==> src/rtl/atx_pkg.sv <==
package atx_pkg;
  localparam int REG_W   = 8;
  localparam int GAP_W   = REG_W - 1;
  localparam int SCK_DIV = 4;
  localparam int PH_W    = $clog2(SCK_DIV);
  localparam logic [PH_W-1:0] PH_FALL = '0;
  localparam logic [PH_W-1:0] PH_RISE = PH_W'(SCK_DIV / 2);
  localparam int MIN_GAP = 2;

  localparam logic [1:0] REG_LEN  = 2'd0;
  localparam logic [1:0] REG_MODE = 2'd1;
  localparam logic [1:0] REG_GAP  = 2'd2;
  localparam logic [1:0] REG_CTRL = 2'd3;

  typedef enum logic [1:0] {
    ST_IDLE,
    ST_FETCH,
    ST_XFER,
    ST_GAP
  } atx_state_e;
endpackage

==> src/rtl/atx_cfg.sv <==
module atx_cfg
  import atx_pkg::*;
#(
  parameter int AW = 5
) (
  input  logic             clk_i,
  input  logic             rst_ni,
  input  logic             we_i,
  input  logic [1:0]       addr_i,
  input  logic [REG_W-1:0] wdata_i,
  input  logic             busy_i,
  output logic [AW-1:0]    last_idx_o,
  output logic             repeat_o,
  output logic             ext_gap_o,
  output logic [GAP_W-1:0] gap_val_o,
  output logic             start_o,
  output logic             stop_o
);
  logic [AW-1:0]    len_q;
  logic             repeat_q;
  logic             ext_q;
  logic [GAP_W-1:0] gap_q;
  logic             cfg_wr;

  assign cfg_wr = we_i && !busy_i;

  always_ff @(posedge clk_i or negedge rst_ni) begin
    if (!rst_ni) begin
      len_q    <= AW'(1);
      repeat_q <= 1'b0;
      ext_q    <= 1'b0;
      gap_q    <= '0;
    end else if (cfg_wr) begin
      if (addr_i == REG_LEN)  len_q    <= wdata_i[AW-1:0];
      if (addr_i == REG_MODE) repeat_q <= wdata_i[0];
      if (addr_i == REG_GAP) begin
        ext_q <= wdata_i[REG_W-1];
        gap_q <= wdata_i[GAP_W-1:0];
      end
    end
  end

  // length 0 wraps to the full depth
  assign last_idx_o = len_q - AW'(1);
  assign repeat_o   = repeat_q;
  assign ext_gap_o  = ext_q;
  assign gap_val_o  = gap_q;
  assign start_o    = we_i && (addr_i == REG_CTRL) && wdata_i[0] && !busy_i;
  assign stop_o     = we_i && (addr_i == REG_CTRL) && wdata_i[1] && busy_i;
endmodule

==> src/rtl/atx_buf.sv <==
module atx_buf #(
  parameter int AW = 5,
  parameter int DW = 8
) (
  input  logic          clk_i,
  input  logic          cpu_we_i,
  input  logic [AW-1:0] cpu_addr_i,
  input  logic [DW-1:0] cpu_wdata_i,
  output logic [DW-1:0] cpu_rdata_o,
  input  logic          eng_we_i,
  input  logic [AW-1:0] eng_addr_i,
  input  logic [DW-1:0] eng_wdata_i,
  output logic [DW-1:0] eng_rdata_o
);
  localparam int DEPTH = 1 << AW;

  logic [DW-1:0] mem_q [DEPTH];
  logic          cpu_blocked;

  // engine write-back wins a same-address collision
  assign cpu_blocked = eng_we_i && (eng_addr_i == cpu_addr_i);

  always_ff @(posedge clk_i) begin
    if (eng_we_i) mem_q[eng_addr_i] <= eng_wdata_i;
    if (cpu_we_i && !cpu_blocked) mem_q[cpu_addr_i] <= cpu_wdata_i;
  end

  assign cpu_rdata_o = mem_q[cpu_addr_i];
  assign eng_rdata_o = mem_q[eng_addr_i];
endmodule

==> src/rtl/atx_shifter.sv <==
module atx_shifter
  import atx_pkg::*;
#(
  parameter int DW = 8
) (
  input  logic          clk_i,
  input  logic          rst_ni,
  input  logic          load_i,
  input  logic [DW-1:0] load_data_i,
  input  logic          si_i,
  output logic          sck_o,
  output logic          so_o,
  output logic [DW-1:0] rx_o,
  output logic          done_o
);
  localparam int BW = $clog2(DW);
  localparam logic [BW-1:0] LAST_BIT = BW'(DW - 1);

  logic [PH_W-1:0] phase_q;
  logic [BW-1:0]   bit_q;
  logic            run_q;
  logic            sck_q;
  logic            so_q;
  logic            done_q;
  logic [DW-1:0]   tx_q;
  logic [DW-1:0]   rx_q;

  always_ff @(posedge clk_i or negedge rst_ni) begin
    if (!rst_ni) begin
      phase_q <= '0;
      bit_q   <= '0;
      run_q   <= 1'b0;
      sck_q   <= 1'b1;
      so_q    <= 1'b1;
      done_q  <= 1'b0;
      tx_q    <= '0;
      rx_q    <= '0;
    end else begin
      done_q <= 1'b0;
      if (load_i) begin
        tx_q    <= load_data_i;
        run_q   <= 1'b1;
        phase_q <= '0;
        bit_q   <= '0;
      end else if (run_q) begin
        phase_q <= phase_q + PH_W'(1);
        if (phase_q == PH_FALL) begin
          sck_q <= 1'b0;
          so_q  <= tx_q[DW-1];
        end else if (phase_q == PH_RISE) begin
          sck_q <= 1'b1;
          rx_q  <= {rx_q[DW-2:0], si_i};
          tx_q  <= {tx_q[DW-2:0], 1'b0};
          bit_q <= bit_q + BW'(1);
          if (bit_q == LAST_BIT) begin
            run_q  <= 1'b0;
            done_q <= 1'b1;
          end
        end
      end
    end
  end

  assign sck_o  = sck_q;
  assign so_o   = so_q;
  assign rx_o   = rx_q;
  assign done_o = done_q;
endmodule

==> src/rtl/atx_gap_timer.sv <==
module atx_gap_timer
  import atx_pkg::*;
#(
  parameter int GW = GAP_W,
  parameter int CW = GAP_W + 3
) (
  input  logic          clk_i,
  input  logic          rst_ni,
  input  logic          clear_i,
  input  logic          run_i,
  input  logic          ext_i,
  input  logic [GW-1:0] gap_val_i,
  input  logic          ack_i,
  output logic          done_o
);
  logic [GW-1:0] periods;
  logic [CW-1:0] limit;
  logic [CW-1:0] cnt_q;
  logic          ack_q;

  always_comb begin
    periods = (ext_i && (gap_val_i > GW'(MIN_GAP))) ? gap_val_i : GW'(MIN_GAP);
    // clear lands one clock after the last rise, fetch adds one more
    limit   = CW'(periods) * CW'(SCK_DIV) - CW'(2);
  end

  always_ff @(posedge clk_i or negedge rst_ni) begin
    if (!rst_ni) begin
      cnt_q <= '0;
      ack_q <= 1'b0;
    end else if (clear_i) begin
      cnt_q <= '0;
      ack_q <= 1'b0;
    end else if (run_i) begin
      if (cnt_q != '1) cnt_q <= cnt_q + CW'(1);
      ack_q <= ack_q | ack_i;
    end
  end

  assign done_o = (cnt_q >= limit) && (!ext_i || ack_q || ack_i);
endmodule

==> src/rtl/atx_spi_master.sv <==
module atx_spi_master
  import atx_pkg::*;
#(
  parameter int AW = 5,
  parameter int DW = REG_W
) (
  input  logic          clk_i,
  input  logic          rst_ni,
  input  logic          cfg_we_i,
  input  logic [1:0]    cfg_addr_i,
  input  logic [DW-1:0] cfg_wdata_i,
  input  logic          buf_we_i,
  input  logic [AW-1:0] buf_addr_i,
  input  logic [DW-1:0] buf_wdata_i,
  output logic [DW-1:0] buf_rdata_o,
  input  logic          cpu_ack_i,
  output logic          sck_o,
  output logic          so_o,
  input  logic          si_i,
  output logic          irq_o,
  output logic          busy_o
);
  atx_state_e       state_q;
  logic [AW-1:0]    idx_q;
  logic [AW-1:0]    last_idx;
  logic             busy_q;
  logic             irq_q;
  logic             stop_q;
  logic             cfg_repeat;
  logic             cfg_ext;
  logic [GAP_W-1:0] cfg_gap;
  logic             start_p;
  logic             stop_p;
  logic [DW-1:0]    tx_byte;
  logic [DW-1:0]    rx_byte;
  logic             sh_done;
  logic             gap_done;
  logic             load;
  logic             wb;
  logic             at_last;
  logic             end_now;

  atx_cfg #(.AW(AW)) u_cfg (
    .clk_i      (clk_i),
    .rst_ni     (rst_ni),
    .we_i       (cfg_we_i),
    .addr_i     (cfg_addr_i),
    .wdata_i    (cfg_wdata_i),
    .busy_i     (busy_q),
    .last_idx_o (last_idx),
    .repeat_o   (cfg_repeat),
    .ext_gap_o  (cfg_ext),
    .gap_val_o  (cfg_gap),
    .start_o    (start_p),
    .stop_o     (stop_p)
  );

  atx_buf #(.AW(AW), .DW(DW)) u_buf (
    .clk_i       (clk_i),
    .cpu_we_i    (buf_we_i),
    .cpu_addr_i  (buf_addr_i),
    .cpu_wdata_i (buf_wdata_i),
    .cpu_rdata_o (buf_rdata_o),
    .eng_we_i    (wb),
    .eng_addr_i  (idx_q),
    .eng_wdata_i (rx_byte),
    .eng_rdata_o (tx_byte)
  );

  atx_shifter #(.DW(DW)) u_shift (
    .clk_i       (clk_i),
    .rst_ni      (rst_ni),
    .load_i      (load),
    .load_data_i (tx_byte),
    .si_i        (si_i),
    .sck_o       (sck_o),
    .so_o        (so_o),
    .rx_o        (rx_byte),
    .done_o      (sh_done)
  );

  atx_gap_timer u_gap (
    .clk_i     (clk_i),
    .rst_ni    (rst_ni),
    .clear_i   (wb),
    .run_i     (state_q == ST_GAP),
    .ext_i     (cfg_ext),
    .gap_val_i (cfg_gap),
    .ack_i     (cpu_ack_i),
    .done_o    (gap_done)
  );

  assign load    = (state_q == ST_FETCH);
  assign wb      = (state_q == ST_XFER) && sh_done;
  assign at_last = (idx_q == last_idx);
  assign end_now = stop_q || stop_p || (!cfg_repeat && at_last);

  always_ff @(posedge clk_i or negedge rst_ni) begin
    if (!rst_ni) begin
      state_q <= ST_IDLE;
      idx_q   <= '0;
      busy_q  <= 1'b0;
      irq_q   <= 1'b0;
      stop_q  <= 1'b0;
    end else begin
      irq_q <= 1'b0;
      if (stop_p) stop_q <= 1'b1;
      unique case (state_q)
        ST_IDLE: begin
          if (start_p) begin
            idx_q   <= '0;
            busy_q  <= 1'b1;
            stop_q  <= 1'b0;
            state_q <= ST_FETCH;
          end
        end
        ST_FETCH: state_q <= ST_XFER;
        ST_XFER: begin
          if (sh_done) begin
            if (end_now) begin
              busy_q  <= 1'b0;
              stop_q  <= 1'b0;
              irq_q   <= !cfg_repeat && at_last;
              state_q <= ST_IDLE;
            end else begin
              idx_q   <= at_last ? '0 : idx_q + AW'(1);
              state_q <= ST_GAP;
            end
          end
        end
        ST_GAP: begin
          if (gap_done) state_q <= ST_FETCH;
        end
        default: state_q <= ST_IDLE;
      endcase
    end
  end

  assign irq_o  = irq_q;
  assign busy_o = busy_q;
endmodule

==> config.mk <==
export PLATFORM = sky130hd
export DESIGN_NAME = atx_spi_master
export DESIGN_NICKNAME = d
export VERILOG_FILES = /design/src/rtl/atx_pkg.sv /design/src/rtl/atx_cfg.sv /design/src/rtl/atx_buf.sv /design/src/rtl/atx_shifter.sv /design/src/rtl/atx_gap_timer.sv /design/src/rtl/atx_spi_master.sv
export SDC_FILE = /design/constraint.sdc
export NUM_CORES = 1
export LEC_CHECK = 0
export BUFFER_PORTS_ARGS = -buffer_cell sky130_fd_sc_hd__buf_2
export CELL_PAD_IN_SITES_DETAIL_PLACEMENT = 2
export CELL_PAD_IN_SITES_GLOBAL_PLACEMENT = 2
export CORE_ASPECT_RATIO = 0.7
export CORE_MARGIN = 1
export CORE_UTILIZATION = 42
export CTS_BUF_LIST = sky130_fd_sc_hd__clkbuf_4 sky130_fd_sc_hd__clkbuf_8 sky130_fd_sc_hd__clkbuf_16
export DETAILED_ROUTE_END_ITERATION = 8
export HOLD_SLACK_MARGIN = 0.06
export PLACE_DENSITY_LB_ADDON = 0.12
export SYNTH_ARGS = -nofsm -noshare
export SYNTH_HDL_FRONTEND = slang
export SYNTH_SLANG_ARGS = --single-unit
export TNS_END_PERCENT = 30
==> constraint.sdc <==
create_clock -name clk_i -period 3.2 [get_ports clk_i]
set_input_delay 0.16 -clock clk_i [delete_from_list [all_inputs] [get_ports clk_i]]
set_output_delay 0.16 -clock clk_i [all_outputs]
set_load 0.01 [all_outputs]
Word-level counts from Yosys, hierarchy flattened. Memory sizes are Yosys's and may differ from the RTL's. Index checks and enable logic that the tools add are counted.

Order comparisons: 2. $add $sub $neg: 6. Eq/ne operators: 17. Reduce and logical (&&, ||, !) cells: 40. Bitwise gates (word level): 3. Muxes and demuxes: 54.

Operators with widths (number): 2-to-1 mux 8 bit (4); 2-to-1 mux 10 bit (3); 2-to-1 mux 1 bit (28); 2-to-1 mux 5 bit (4); logical AND 1 bit (12); 2-to-1 mux 2 bit (6); 2-to-1 mux 3 bit (4); AND reduction 3 bit (4); AND reduction 4 bit (3); nonzero test 2 bit (6); adder 10 x 1 -> 10 bit, second input constant (1); == test 2 bit, second input constant (5); == test 5 bit (2); greater-or-equal comparator 10 bit (1); inequality test 10 bit, second input constant (1); inequality test 2 bit, second input constant (5); one-hot mux 5 bit (2 select lines) (1); subtractor 9 x 2 -> 10 bit, second input constant (1); one-hot mux 2 bit (4 select lines) (1); AND reduction 2 bit (4); > comparator 7 x 2 -> 1 bit, second input constant (1); 2-to-1 mux 7 bit (1); logical NOT 2 bit (3); adder 5 x 1 -> 5 bit, second input constant (1); other kinds (11) (20).

Memories kept: 1. Register bits: 60. RAM bits: 256.

Memories: u_buf.mem_q (words 32, width 8, rd ports 2, clocked after Yosys merged registers in 0, write ports 2, RTL line atx_buf.sv:17) `logic [DW-1:0] mem_q [DEPTH];`.

Longest topological paths before layout. Gate-level depths: netlist (run 1).

Word-level depth: 9. Depth in mapped cells: 16. Mapped depth without buffers: 16.

Modules after synthesis. A second synthesis (run 1) with hierarchy kept.

Cells, all modules: 1613. Area, all modules: 19088.3 um2.

By module, submodules not included: atx_buf (sequential area each 7687.4 um2, cells each 1298, instances 1, area an instance 15640.0 um2); atx_shifter (sequential area each 628.1 um2, cells each 78, instances 1, area an instance 1086.0 um2); atx_gap_timer (sequential area each 275.3 um2, cells each 119, instances 1, area an instance 1034.7 um2); atx_spi_master (sequential area each 250.2 um2, cells each 73, instances 1, area an instance 681.9 um2); atx_cfg (sequential area each 351.6 um2, cells each 45, instances 1, area an instance 645.6 um2).

Least setup slack after synthesis (run 1). Ideal clock, no wire load.

Kind: register to register. Start point: reg u_cfg.gap_q[3] (netlist: u_cfg.gap_val_o[3]). End point: reg state_q[1]. Period minus slack after synthesis: 3.279 ns. Path slack: -0.079 ns. Cell stages (with the launch flop): 17. Setup time: 0.134 ns. Required time: 3.066 ns. Data arrival time: 3.145 ns. Path through: dfrtp_1 -> or3_1 -> or2_2 -> a211oi_1 -> nor2b_1 -> nor2b_1 -> ha_1 -> inv_1 -> o311ai_0 -> o21a_1 -> o21a_1 -> ha_1 -> nand4_1 -> a21oi_1 -> or2_2 -> a211oi_1 -> a211oi_1.

Longest elaborated chain between the ends: 8.

RTL lines: start, declared (RTL line atx_cfg.sv:22) `logic [GAP_W-1:0] gap_q;`; start signal, assigned (RTL line atx_cfg.sv:38) `gap_q <= wdata_i[GAP_W-1:0];`; > comparator 7 x 2 -> 1 bit (RTL line atx_gap_timer.sv:22) `periods = (ext_i && (gap_val_i > GW'(MIN_GAP))) ? gap_val_i : GW'(MIN_GAP);`; logical AND 1 bit (RTL line atx_gap_timer.sv:22); 2-to-1 mux 7 bit * (RTL line atx_gap_timer.sv:22); subtractor 9 x 2 -> 10 bit * (RTL line atx_gap_timer.sv:24) `limit = CW'(periods) * CW'(SCK_DIV) - CW'(2);`; greater-or-equal comparator 10 bit * (RTL line atx_gap_timer.sv:40) `assign done_o = (cnt_q >= limit) && (!ext_i || ack_q || ack_i);`; logical AND 1 bit * (RTL line atx_gap_timer.sv:40); inequality test 2 bit (no line) *; AND reduction 3 bit (no line) *; end signal, assigned (RTL line atx_spi_master.sv:100) `state_q <= ST_IDLE;`; end signal, assigned (RTL line atx_spi_master.sv:114) `state_q <= ST_FETCH;`; end signal, assigned (RTL line atx_spi_master.sv:117) `ST_FETCH: state_q <= ST_XFER;`; end, declared (RTL line atx_spi_master.sv:23) `atx_state_e state_q;`.

Every way passes the cells marked *; elsewhere a longest branch is shown, timed or not. A chain may end at the register's enable or synchronous reset.

Worst setup path after layout (run 1).
Start point: reg u_cfg.gap_q[2] (netlist: u_cfg.gap_val_o[2]). End point: reg state_q[1].

Same word-level chain as after synthesis.

==> impl_results.md, run 1 <==
- Ant diodes: 0
- Antenna violations before repair: 2
- Post-synth EDFFs: 256
- Net Sw Frac: 33.04%
- First-pass GRT wire length: 103100 um
- Die height: 180.6 um
- Final wirelength: 70480 um
- # nets final: 1480
- RSZ-0062 raised after global routing: yes
- Final setup viols: 2
- Share of layout cells above drive strength 1: 42.33%
- Total global routing track utilization: 30.81%
- Crit. End Element: flip-flop
- Mapped Area: 19140 sq um
- Initial DRC Count: 1332
- CTS tree: yes
- Worst Slack Setup Final: -0.05093 ns
- Fillers: 4194
- Slew headroom: 18.28%
- Syn_area_per_cell: 14.08 sq um
- DRC Markers: 0
- Initial core utilization: 42.56%
- Register area share after synthesis: 48.02%
- Flop pwr share: 39.0%
- Final hold viol count: 0
- Pwr Total: 14.09 mW
- Die Wd: 257.2 um
- Top FF cell, synth: edfxtp_1
- Clk slew on worst S/H paths: 0.07 ns
- Leak Pwr: 7.562 nW
- Min-delay worst type: in -> reg
- Ports: 41
- Kind of critical path: reg -> reg
- Post-Syn Nets: 1413
- Skew final: 0.01651 ns
- Post-synthesis cell type count: 72
- Synth Instances: 1360
- Max VDD drop: 362.3 uV
- Status: complete, but fails checks
- Post-DR wirelength/cell: 34.36 um
- Remaining global-route overflow: 0
- Routed vias/inst: 6.443
- ANT nets after route: 0
- Max clock buf depth: 3
- Dpl cells: 1975
- Worst Path Max Fanout: 4
- Gate power share: 31.3%
- Worst Tran Pin Value: 1.226 ns
- Total of max-cap violations: 0
- Clock H-tree levels: 2
- Die footprint: 46450 sq um
- Clock power frac: 29.7%
- Final GP Congestion: 0.9554
- CTS root buffer: clkbuf_16
- Detailed placement HPWL: 48600 um
- Failing checks: negative setup slack
- FP Rows: 65
- # port buffers: 40
- Finished Layout Cells: 2051
- Sw Pwr: 4.654 mW
- Drt pass-1 iters: 5
- Clock Sinks: 316
- Final min period: 3.251 ns
- Synth Register Bits: 316
- Startpoint Class: flip-flop
- Pin count of the biggest net entering global routing: 45
- Final Util: 48.38%
- Fin area: 21760 sq um
- Vias in the first global route: 13779
- Max Slew Vio Count: 0
- Worst Path Required: 3.60 ns
- Placement Cell Area: 20350 sq um
- Synth warn: 0
- Cell internal pwr: 9.432 mW
- Pre-CTS setup slack: -0.1823 ns
- Fin crit share: 101.6%
- Data arrival, critical path: 3.65 ns
- TritonCTS Buffers: 37
- Worst skew pair latency: 0.55 ns
- PwrDens: 647.4 nW/um^2
- Peak Freq: 307.6 MHz
- Area of the core: 44970 sq um
- Vias: 13215
- Area growth syn-to-layout: 13.66%
- Post-synthesis async set-or-reset flop share: 18.99%
-- power by group through the flow --
| stage | Combinational, mW | Sequential, mW | Clock, mW |
|---|---|---|---|
| final | 4.41 | 5.49 | 4.18 |
| after detailed placement | 4.12 | 5.54 | 0 |
| after global placement | 3.94 | 5.52 | 0 |
| after floorplan | 2.82 | 5.31 | 0 |
| after global routing | 4.75 | 5.53 | 4.41 |
| after CTS | 4.29 | 5.47 | 4.26 |
-- final timing paths --
path | startpoint | end | slack, ns | depth (start not counted)
max | u_cfg.gap_val_o[2] | state_q[1] | -0.05 | 16
min | cfg_addr_i[0] | stop_q | 0.12 | 4
max reg2reg | u_cfg.gap_val_o[2] | state_q[1] | -0.05 | 16
min reg2reg | u_shift.sck_o | u_shift.sck_o | 0.47 | 2
max in group asynchronous | rst_ni | u_shift.so_o | 1.97 | 3
min in group asynchronous | rst_ni | u_cfg.len_q[1] | 0.35 | 2
-- critical path: stages, from the launching register on --
cell	delay [ns]
dfrtp_1	0.38
or3_4	0.39
or2_4	0.24
a211oi_2	0.17
nor2b_2	0.08
nand2_1	0.08
ha_2	0.19
inv_2	0.06
o311ai_2	0.20
o21a_1	0.17
o21a_1	0.16
ha_4	0.21
nand4_1	0.09
a21oi_2	0.06
or2_4	0.29
a211oi_4	0.25
a211oi_2	0.07
-- cell type report --
cell class | instances | area [sq um] | share of cell area, %
Clock buffer | 44 | 1013 | 4.658
Clock inverter | 16 | 132.6 | 0.6096
Inverter | 20 | 75.07 | 0.3450
Multi-Input combinational cell | 895 | 9379 | 43.11
Sequential cell | 316 | 9201 | 42.29
Tap cell | 603 | 754.5 | 3.468
Timing Repair Buffer | 157 | 1201 | 5.521
-- stage by stage --
stage               setup TNS (ns)  hold WS, ns
floorplan                        0      -0.1356
global placement           -0.1855       0.3642
detailed placement         -0.3638       0.3915
CTS                              0       0.1034
global route               -0.3646       0.1444
finish                    -0.09376       0.1200
-- cell usage after synthesis, drive strengths merged, types with 6 or more instances --
cell	count	area, sq um
nand3b	8	67.56
nand2	36	137.6
o221ai	7	61.31
or3	15	93.84
xnor2	19	166.4
a211oi	14	105.1
nor2b	13	81.33
mux2	279	3142
ha	24	300.3
o21bai	21	157.7
a21oi	24	120.1
mux2i	59	590.6
nand4	17	106.4
or2	6	37.54
o21ai	37	185.2
nor2	35	131.4
a22o	8	70.07
o22ai	8	50.05
nand2b	6	37.54
edfxtp	256	7687
a22oi	37	277.8
mux4	101	2275
buf	62	364.1
dfrtp	57	1426
inv	20	75.07
nor3b	6	50.05
nand3	20	105.1
nor3	38	431.7
clkbuf	67	251.5
-- registers in the layout, summed over array words and instances, names as in the netlist, 2 cells and up --
name and flops:
u_shift.rx_o 8, u_cfg.len_q 5, u_cfg.gap_val_o 7, u_buf.mem_q 256
state_q 2, u_shift.bit_q 3, idx_q 5, u_shift.phase_q 2
u_shift.tx_q 8, u_gap.cnt_q 10
-- layout by cell type (no fill, tap or decap), types with 8 or more instances in the layout --
cell           Yosys  routed
nor2b_1           13      11
mux2_1            25      25
mux4_2           101     101
xnor2_1           19      19
buf_2             37      38
a22oi_1           37      37
nor3_1            16      15
dlygate4sd3_1      0      12
or3_1             15      14
nand3_1           19      19
dfrtp_1           57      54
o21ai_0           36      34
nor3_4            21      22
buf_4              5     100
o21bai_1          21      21
nand4_1           17      17
mux2_2           254     254
ha_1              24      22
nand2_1           35      35
a21oi_1           24      22
inv_1             20      19
a22o_1             8       8
o22ai_1            8       8
clkinv_1           0       8
nor2_1            35      35
clkbuf_16          0      39
mux2i_1           59      59
edfxtp_1         256     256
-- timing repair --
item | in CTS | in global routing
buffers inserted | 1 | 3
setup endpoints to repair | 2 | 2
gates resized for setup | 19 | 7
pin swaps | 5 | 7
hold buffers | 12 | 0
endpoints found under the hold margin | 54 | 0
cloned | 0 | 0
-- cell families after synthesis --
logic type      share of synthesized area (%)
mux                                     31.38
flops                                   48.02
simple gates                            7.550
compound gates                          6.798
buf+inv                                 3.608
fa+ha+maj                               1.569
xor+xnor                                1.052
other cells                           0.01959
-- layer usage --
metal	track usage [%]	part of all wire [%]	vias up
met1	47.39	47	7146
met5	0	0	-
li1	-	-	5509
met3	6.231	8.0	75
met2	44.45	43	485
met4	6.786	1.9	0
Power figures use the tool's default switching activity.
==> inputs of run 2 (changes only) <==
MAX_ROUTING_LAYER = met4   (was unset)
==> run 2 against run 1 <==
- cell count increased by 0.49%
- die area unchanged
- the flow still finishes with violations (negative setup slack)
- first-iteration DRC count is 14% higher
- maximum frequency shrank 1.4%
- count of clock-buffer cells in the layout grew 3
- largest cell class unchanged
- core utilization fell by 0.086 points
- non-clock buffer count up 6
- cell area is 0.18% lower
- critical endpoint is now state_q[0]
- global-route usage up 0.42 points
- routed wire length down 0.48%
==> impl_results.md, run 2 (same netlist as run 1, synthesis figures left out) <==
- Fin area: 21720 sq um
- Remaining global-route overflow: 0
- Worst Path Required: 3.61 ns
- Pin count of the biggest net entering global routing: 39
- Clock H-tree levels: 2
- R2r worst-path depth: 16
- Max VDD drop: 386.6 uV
- Routed vias/inst: 6.539
- Area growth syn-to-layout: 13.46%
- Post-DR wirelength/cell: 34.03 um
- Area of the core: 44970 sq um
- CTS tree: yes
- Worst Tran Pin Value: 1.190 ns
- PwrDens: 641.8 nW/um^2
- Clk slew on worst S/H paths: 0.06 ns
- FP Rows: 65
- Vias in the first global route: 13721
- Worst skew pair latency: 0.55 ns
- Leak Pwr: 7.558 nW
- Antenna violations before repair: 2
- # port buffers: 40
- Data arrival, critical path: 3.70 ns
- Die footprint: 46450 sq um
- Reg2reg setup slack: -0.1 ns
- Top reg by flops: u_buf.mem_q
- Most frequent cells in the layout: edfxtp_1 (256), mux2_2 (254), buf_4 (109)
- Max Slew Vio Count: 0
- Share of layout cells above drive strength 1: 42.59%
- Skew final: 0.01720 ns
- Placement Cell Area: 20360 sq um
- Peak Freq: 303.4 MHz
- Top flop regs: u_buf.mem_q (256), u_gap.cnt_q (10)
- Status: complete, but fails checks
- CTS root buffer: clkbuf_16
- Final GP Congestion: 0.9595
- Total of max-cap violations: 0
- Ports: 41
- ANT nets after route: 0
- Worst Hold Path Cells: 3
- Worst Path Max Fanout: 4
- Initial DRC Count: 1514
- Commonest non-fill, non-tap cell in the layout: edfxtp_1
- Kind of critical path: reg -> reg
- TritonCTS Buffers: 36
- Final setup viols: 2
- Max clock buf depth: 3
- Drt pass-1 iters: 5
- # nets final: 1485
- Pre-CTS setup slack: -0.2951 ns
- First-pass GRT wire length: 101900 um
- Worst Slack Setup Final: -0.09585 ns
- Crit. End Element: flip-flop
- Initial core utilization: 42.56%
- Startpoint Class: flip-flop
- Final hold viol count: 0
- Final min period: 3.296 ns
- DRC Markers: 0
- Die height: 180.6 um
- Ant diodes: 0
- Min-delay worst type: in -> reg
- Largest register FFs: 256
- Detailed placement HPWL: 48510 um
- RSZ-0062 raised after global routing: yes
- Final wirelength: 70140 um
- Slew headroom: 20.65%
- Fillers: 4265
- Die Wd: 257.2 um
- Vias: 13476
- Total global routing track utilization: 31.23%
- Failing checks: negative setup slack
- Clock Sinks: 316
- Fin crit share: 103.0%
run 2: cell count changes in the layout (fill, tap and decap cells not counted), moves of 2 or more:
cell and change:
buf_12 -2, a211oi_2 -4, a211oi_1 +4, buf_4 +9, clkbuf_4 +6, clkbuf_16 -3, clkinv_2 +3
run 2: per-layer routing:
layer | global-route usage, % | share of wire, % | vias up
met2 | 43.94 | 44 | 558
met3 | 5.063 | 7.4 | 67
met1 | 47.76 | 47 | 7311
li1 | - | - | 5540
met5 | - | 0 | -
met4 | 4.952 | 1.4 | 0
run 2: layout make-up:
cell class | count | area (sq um) | share of cell area, %
Multi-Input combinational cell | 895 | 9368 | 43.13
Sequential cell | 316 | 9201 | 42.37
Timing Repair Buffer | 163 | 1219 | 5.611
Clock buffer | 47 | 983.4 | 4.528
Tap cell | 603 | 754.5 | 3.474
Clock inverter | 17 | 117.6 | 0.5415
Inverter | 20 | 75.07 | 0.3457
run 2: final timing paths:
check | startpoint | endpoint
max in group asynchronous | rst_ni | u_shift.so_o
min in group asynchronous | rst_ni | u_cfg.len_q[4]
worst max register to register | u_cfg.gap_val_o[3] | state_q[0]
worst min-delay path | cfg_addr_i[1] | u_cfg.repeat_o
worst max-delay path | u_cfg.gap_val_o[3] | state_q[0]
worst min register to register | u_shift.sck_o | u_shift.sck_o
run 2: per-stage QoR:
stage | TNS (ns) | cells | hold slack, ns | power (mW) | utilization, %
floorplan | 0 | 1360 | -0.1356 | 8.121 | -
global placement | -0.3150 | 1979 | 0.3367 | 9.497 | 45.26
detailed placement | -0.5340 | 1979 | 0.3563 | 9.707 | 45.26
CTS | 0 | 2059 | 0.07338 | 13.89 | 48.19
global route | -0.3255 | 2061 | 0.09968 | 14.48 | 48.29
finish | -0.1226 | 2061 | 0.07877 | 13.94 | 48.29
run 2: worst max-delay path: stages, from the launching register on:
cell and delay (ns):
dfrtp_1 0.38, or3_4 0.39, or2_4 0.25, a211oi_4 0.17, nor2b_2 0.08, nand2_1 0.09, ha_2 0.20, inv_2 0.06
o311ai_2 0.21, o21a_1 0.16, o21a_1 0.20, ha_4 0.23, nand4_1 0.08, a21oi_2 0.05, or2_4 0.28, a211oi_2 0.26
a21oi_1 0.08
run 2: power by group:
part           switching [mW]  internal, mW
clock network            1.76          2.26
logic                    2.39          2.04
registers               0.484          5.01
run 2: repair_timing:
action / CTS / global route
endpoints found under the setup margin: 2 / 10
setup buffers: 5 / 2
hold endpoints to repair: 51 / 0
gates resized for setup: 17 / 6
pin swaps: 6 / 6
hold buffers: 11 / 0
==> inputs of run 3 (changes only) <==
SETUP_SLACK_MARGIN = 0.05   (was unset)
==> run 3 against run 2 <==
- power increased by 2.1%
- non-clock buffer count decreased by 3
- the run still ends with negative setup slack left
- sequential power increased by 0.9%
- clock skew increased by 0.0095 ns
- critical endpoint is now state_q[1]
- global-route usage increased by 0.29 points
- sequential share of layout area decreased by 0.19 points
- register-to-register slack improved by 0.04 ns
- count of clock-buffer cells in the layout increased by 7
- setup slack improved by 0.039 ns
- worst hold slack improved by 0.043 ns
- die area unchanged
- critical path type unchanged
==> impl_results.md, run 3 (same netlist as run 1, synthesis figures left out) <==
- Status: complete, but fails checks
- Failing checks: negative setup slack
- Post-Route Setup TNS: -0.06757 ns
- ANT nets after route: 0
- Area of the core: 44970 sq um
- Vias: 13226
- Remaining global-route overflow: 0
- Met3 WL: 6110 um
- Most frequent cells in the layout: edfxtp_1 (256), mux2_2 (254), buf_4 (104)
- Worst Hold Path Cells: 4
- Die Wd: 257.2 um
- Peak Freq: 307.0 MHz
- FP Rows: 65
- Worst Path Required: 3.59 ns
- Routed vias/inst: 6.433
- Largest register FFs: 256
- Max clock buf depth: 3
- Clock H-tree levels: 2
- Final hold viol count: 0
- Kind of critical path: reg -> reg
- Vias in the first global route: 13858
- Worst Path Max Fanout: 4
- Initial DRC Count: 1292
- Area growth syn-to-layout: 13.99%
- Placement Cell Area: 20380 sq um
- Skew final: 0.02674 ns
- Pin count of the biggest net entering global routing: 36
- Critical path origin: u_cfg.gap_val_o[4]
- Fin area: 21820 sq um
- Post-DR wirelength/cell: 34.48 um
- Fin crit share: 101.8%
- First-pass GRT wire length: 102200 um
- Met1 wire length: 32700 um
- DR WL met2: 31340 um
- CTS root buffer: clkbuf_16
- Drt pass-1 iters: 5
- Share of layout cells above drive strength 1: 43.15%
- Leak Pwr: 7.599 nW
- Crit. End Element: flip-flop
- Initial core utilization: 42.56%
- Clock Sinks: 316
- # port buffers: 40
- Fin Hold WS: 0.1218 ns
- Die footprint: 46450 sq um
- Worst Tran Pin Value: 1.208 ns
- Slew headroom: 19.32%
- Startpoint Class: flip-flop
- R2r worst-path depth: 15
- Pre-CTS setup slack: -0.2314 ns
- PwrDens: 652.5 nW/um^2
- Hold path start: cfg_addr_i[0]
- RSZ-0062 raised after global routing: yes
- Total of max-cap violations: 0
- CTS tree: yes
- Top reg by flops: u_buf.mem_q
- Commonest non-fill, non-tap cell in the layout: edfxtp_1
- Clk slew on worst S/H paths: 0.06 ns
- Max Slew Vio Count: 0
- Pwr Total: 14.24 mW
- DRC Markers: 0
- Antenna violations before repair: 0
- # nets final: 1482
- Die height: 180.6 um
- Final wirelength: 70890 um
- Ant diodes: 0
- Dpl cells: 1978
- Ports: 41
- Final Util: 48.52%
- Final min period: 3.257 ns
- Max VDD drop: 467.2 uV
- Top sig layer: met4
- Final GP Congestion: 0.9328
- Min-delay worst type: in -> reg
- Worst skew pair latency: 0.56 ns
- Worst Slack Setup Final: -0.05707 ns
- Top flop regs: u_buf.mem_q (256), u_gap.cnt_q (10)
- R2r startpoint: u_cfg.gap_val_o[4]
- Data arrival, critical path: 3.65 ns
- Total global routing track utilization: 31.52%
- Finished Layout Cells: 2056
- TritonCTS Buffers: 36
- Final setup viols: 2
- Detailed placement HPWL: 49420 um
run 3: changes by cell type in the layout (fill, tap and decap cells not counted), sizes merged:
cell | previous run | this run
clkinv | 14 | 4
buf | 152 | 148
inv | 21 | 22
dlygate4sd3 | 11 | 12
clkbuf | 47 | 54
run 3: worst max-delay path, cell delays in order, from the launching register on:
cell and delay, ns:
dfrtp_1 0.38, or3_4 0.39, or2_4 0.24, a211oi_2 0.17
nor2b_2 0.08, nand2_1 0.09, ha_2 0.18, inv_2 0.05
buf_4 0.14, o311a_1 0.31, a21oi_2 0.13, ha_1 0.24
and3_4 0.16, nor3b_2 0.18, a211oi_2 0.28, a211oi_1 0.07
run 3: layout make-up:
cell class	count	area, sq um
clock inverter	8	73.82
sequential	316	9203
multi-input combinational	895	9383
timing repair buffer	160	1211
fill	4189	23150
clock buffer	54	1121
inverter	20	75.07
tap	603	754.5
run 3: power by group:
part	switching [mW]	internal (mW)	total, mW
combinational	2.37	2.02	4.39
sequential	0.532	5.01	5.54
clock	1.80	2.50	4.30
run 3: path summary, 6_finish.rpt:
check | slack (ns) | end
worst min register to register | 0.49 | u_shift.sck_o
worst max-delay path | -0.06 | state_q[1]
worst max register to register | -0.06 | state_q[1]
max in group asynchronous | 2.04 | u_shift.sck_o
worst min-delay path | 0.12 | u_cfg.len_q[0]
min in group asynchronous | 0.28 | u_cfg.len_q[3]
run 3: per-layer routing:
metal / GRT usage, % / up-vias
met5: - / -
met4: 4.452 / 0
met3: 7.961 / 62
met2: 45.35 / 487
met1: 45.65 / 7148
li1: - / 5529
run 3: timing repair:
item / in CTS / in global routing
endpoints found under the hold margin: 48 / 0
endpoints found under the setup margin: 2 / 2
buffers inserted: 4 / 0
gates resized for setup: 18 / 4
pin swaps: 12 / 5
hold buffers: 12 / 0
